==> src/rtl/row_scan_ctl.sv <==
module row_scan_ctl #(
  parameter int TIMEOUT = 30_000_000
) (
  input  logic        clk,
  input  logic        rst_n,
  input  logic        ext_mode,
  input  logic        full_rows,
  input  logic        period_start,
  input  logic [3:0]  row_addr,
  output logic [15:0] row_sel,
  output logic [3:0]  row_idx,
  output logic        blank
);
  localparam int CW = $clog2(TIMEOUT + 1);

  logic [3:0]    cur, last_row, step, nxt;
  logic [CW-1:0] idle_cnt;
  logic          moved;

  assign last_row = full_rows ? 4'd15 : 4'd7;
  assign step     = (cur >= last_row) ? 4'd0 : cur + 4'd1;
  assign nxt      = ext_mode ? row_addr : (period_start ? step : cur);
  assign moved    = (nxt != cur);

  always_ff @(posedge clk) begin
    if (!rst_n) begin
      cur      <= '0;
      idle_cnt <= '0;
      blank    <= 1'b0;
    end else begin
      cur <= nxt;
      if (moved) begin
        idle_cnt <= '0;
        blank    <= 1'b0;
      end else if (!blank) begin
        if (idle_cnt == CW'(TIMEOUT - 1)) blank <= 1'b1;
        else idle_cnt <= idle_cnt + 1'b1;
      end
    end
  end

  assign row_idx = cur;
  assign row_sel = blank ? 16'h0000 : (16'h0001 << cur);


  sel_onehot_chk: assert property (@(posedge clk) disable iff (!rst_n)
    $onehot0(row_sel));

  sel_match_chk: assert property (@(posedge clk) disable iff (!rst_n)
    !blank |-> ($countones(row_sel) == 1 && row_sel[row_idx]));

  int_hold_chk: assert property (@(posedge clk) disable iff (!rst_n)
    (!ext_mode && !period_start) |=> $stable(row_idx));

  wrap8_chk: assert property (@(posedge clk) disable iff (!rst_n)
    (!ext_mode && period_start && !full_rows && row_idx == 4'd7) |=> row_idx == 4'd0);

  wrap16_chk: assert property (@(posedge clk) disable iff (!rst_n)
    (!ext_mode && period_start && full_rows && row_idx == 4'd15) |=> row_idx == 4'd0);

  ext_follow_chk: assert property (@(posedge clk) disable iff (!rst_n)
    ext_mode |=> row_idx == $past(row_addr));

  move_unblank_chk: assert property (@(posedge clk) disable iff (!rst_n)
    (row_idx != $past(row_idx)) |-> !blank);

  blank_hold_idx_chk: assert property (@(posedge clk) disable iff (!rst_n)
    $rose(blank) |-> $stable(row_idx));
endmodule

==> config.mk <==
export PLATFORM = sky130hd
export DESIGN_NAME = row_scan_ctl
export DESIGN_NICKNAME = d
export VERILOG_FILES = /design/src/rtl/row_scan_ctl.sv
export SDC_FILE = /design/constraint.sdc
export NUM_CORES = 1
export LEC_CHECK = 0
export BUFFER_PORTS_ARGS = -buffer_cell sky130_fd_sc_hd__clkbuf_2
export CORE_ASPECT_RATIO = 1.4
export CORE_UTILIZATION = 56
export CTS_CLUSTER_DIAMETER = 200
export DETAILED_ROUTE_END_ITERATION = 8
export PLACE_DENSITY = 0.84
export SYNTH_ARGS = -nofsm -noshare
export SYNTH_HDL_FRONTEND = slang
export SYNTH_SLANG_ARGS = --single-unit
==> constraint.sdc <==
create_clock -name clk -period 2.7 [get_ports clk]
set_input_delay 0.54 -clock clk [delete_from_list [all_inputs] [get_ports clk]]
set_output_delay 0.54 -clock clk [all_outputs]
set_load 0.01 [all_outputs]
==> results.json <==
{
  "grt_antenna_before_repair": 0,
  "fin_ws_ns": 0.6962,
  "synth.area.mux_share": 0.01724,
  "total_leakage_power_nw": 0.8019,
  "reg2reg_depth": 8,
  "worstHoldPathType": "input pin to flip-flop",
  "synth_area_um2": 1814,
  "synth_xor_area_frac": 0.1110,
  "vias": 1722,
  "synth-simple-area-share": 0.3297,
  "wl_um": 4087,
  "post-route-min-period_ns": 2.004,
  "synthTopCellsByArea": "dfxtp_1 33%, xnor2_1 10%, nor2_1 7.9%",
  "antennaDiodeCount": 0,
  "fin_worst_hold_slack_ns": 0.5017,
  "hpwl_um": 2979,
  "rsz0062_at_grt": "false",
  "r2r_slack_ns": 0.77,
  "post_cts_buffers": 0,
  "maxCapViolCount": 0,
  "slew_headroom": 0.6829,
  "synth.avg_cell_area_um2": 7.992,
  "die_y_um": 69.35,
  "clk-insertion-delay-late_ns": 0.29,
  "synthToLayoutAreaGrowth_pct": 17.31,
  "numCtsBuffers": 5,
  "grt_max_degree": 19,
  "clock_path_buffers": 2,
  "wl_per_cell_um": 13.49,
  "yosysSeqAreaShare": 0.3310,
  "fmax_mhz": 499.0,
  "synth_commonest_cells": "38 x nor2_1, 30 x dfxtp_1, 21 x xnor2_1, 19 x nand2_1",
  "ant_nets": 0,
  "instances_no_fill": 303,
  "period_share": 0.7422,
  "grt_pass1_vias": 1657,
  "drt_pass1_iterations": 4,
  "slew_viol_final": 0,
  "critPathKind": "flip-flop to output port",
  "cts_hold_buffers": 0,
  "yosys.cell_count.top_type": "nor2_1",
  "ys_ff_latch": 30,
  "cts_tree": "built",
  "worstHoldStart": "rst_n",
  "placedCellCount": 295,
  "grt_usage": 0.2621,
  "ys_types": 48,
  "cp.required_ns": 2.16,
  "cts_root_buf": "clkbuf_8",
  "clock_sink_count": 30,
  "critPathArrivalTime_ns": 1.46,
  "rows": 24,
  "crit_path_start_kind": "flip-flop",
  "path_clk_slew_ns": 0.07,
  "critPathMaxFanout": 11,
  "ys.warnings.count": 0,
  "fin_nets": 280,
  "synth_edf_count": 0,
  "min_path_cells": 3,
  "worst_pin_slew_ns": 0.4731,
  "synth_flop_cell": "dfxtp_1",
  "hold_viol_final": 0,
  "ir_drop_uv": 451.4,
  "grt_pass1_wl_um": 7024,
  "post-route-util": 0.6881,
  "coreArea_um2": 3093,
  "viasPerCell": 5.683,
  "fin_skew_ns": 0.008063,
  "overflow": 0,
  "netlist.area_leader.share": 0.3310,
  "synth-compound-area-share": 0.1076,
  "end_kind": "output port",
  "die-area_um2": 3475,
  "drc_errors": 0,
  "htreeDepth": 2,
  "hold-path-endpoint": "row_idx[1]",
  "routabilityCongestion": 0.8239,
  "power_density_nw_per_um2": 451.8,
  "drive_above_1_share": 0.2008,
  "synthArstFlopShare": 0,
  "setup_viol": 0,
  "synth_top_family_by_area": "simple AND/OR/NAND/NOR gates",
  "reg2reg_to": "idle_cnt[24]",
  "post_cts_resize_count": 0,
  "dr.first_iter.drc_count": 72,
  "setup_tns_ns": 0,
  "io_buffers": 29,
  "synth_fp_nets": 244,
  "initial_core_util": 0.5866,
  "die_w_um": 50.11,
  "outcome": "finished clean",
  "postSynthCellCount": 227,
  "post-place-ws_ns": 0.4898,
  "synth_fa_ha_area_frac": 0.05517,
  "r2r-start": "row_idx[0]",
  "yosys.area.top_type": "dfxtp_1",
  "num_io_pins": 30,
  "n_fill_cell": 295
}
==> per-stage QoR <==
stage,instance area [um2],power [mW]
after detailed placement,2033,0.5884
after floorplan,1814,0.5411
final,2128,0.9617
after global placement,2033,0.5852
after CTS,2128,0.9674
after global routing,2128,1.007
==> cell type report <==
cell class	instances	area, um2	area share
clock buffers	6	82.58	0.03880
clock inverters	2	12.51	0.005879
inverters	14	52.55	0.02469
multi-input cells	175	1126	0.5291
flip-flops and latches	30	600.6	0.2822
well taps	39	48.80	0.02293
repair buffers	37	205.2	0.09641
==> where the power goes <==
group | leakage [nW] | internal (mW) | switching, mW
clock network | 0.0472 | 0.205 | 0.179
registers | 0.243 | 0.448 | 0.00463
logic | 0.512 | 0.0512 | 0.0742
total | 0.802 | 0.704 | 0.258
==> how the worst max path moves through the flow <==
stage / startpoint / to / slack [ns] / depth (start not counted)
2_1_floorplan: full_rows / blank / 0.56 / 8
3_3_place_gp: full_rows / idle_cnt[9] / 0.57 / 10
3_5_place_dp: full_rows / idle_cnt[18] / 0.49 / 10
4_1_cts: row_idx[2] / row_sel[11] / 0.70 / 5
5_1_grt: row_idx[2] / row_sel[3] / 0.61 / 5
6_report: row_idx[2] / row_sel[11] / 0.70 / 5
==> layer usage <==
metal	track usage	part of all wire	vias to the layer above
li1	-	-	857
met1	0.2658	0.40	816
met2	0.4800	0.53	39
met3	0.04825	0.035	10
met4	0.1460	0.028	0
met5	0	0	-
==> layout by cell type (no fill, tap or decap), drive strengths merged, types with 2 or more instances in the layout <==
master  count
mux2i       2
nand2b      3
nor4        4
a31oi       2
o21ai       3
a21oi       8
nand3       9
xor2        2
nand3b      2
nand4       5
and3        4
nor2       38
inv        14
clkbuf     35
nor3       15
nand2      19
a211oi      5
nor3b       4
xnor2      21
buf         8
or4b        2
ha          8
and4        2
dfxtp      30
==> flip-flops by register name (all words and copies together) (netlist names) <==
| signal | flops |
|---|---|
| blank | 1 |
| row_idx | 4 |
| idle_cnt | 25 |
==> worst max-delay path: stages, from the launching register on <==
cell and delay [ns]:
dfxtp_1 0.42, buf_4 0.21, inv_1 0.07, ha_1 0.20
nor3b_1 0.14, clkbuf_2 0.13
==> cell families (layout without fill, tap and decap cells) <==
kind of cell,Yosys count,count (layout)
simple gates,114,114
flops,30,30
compound gates,27,27
xor+xnor,23,23
buf+inv,22,59
fa+ha+maj,8,8
mux,3,3
Power figures use the tool's default switching activity.
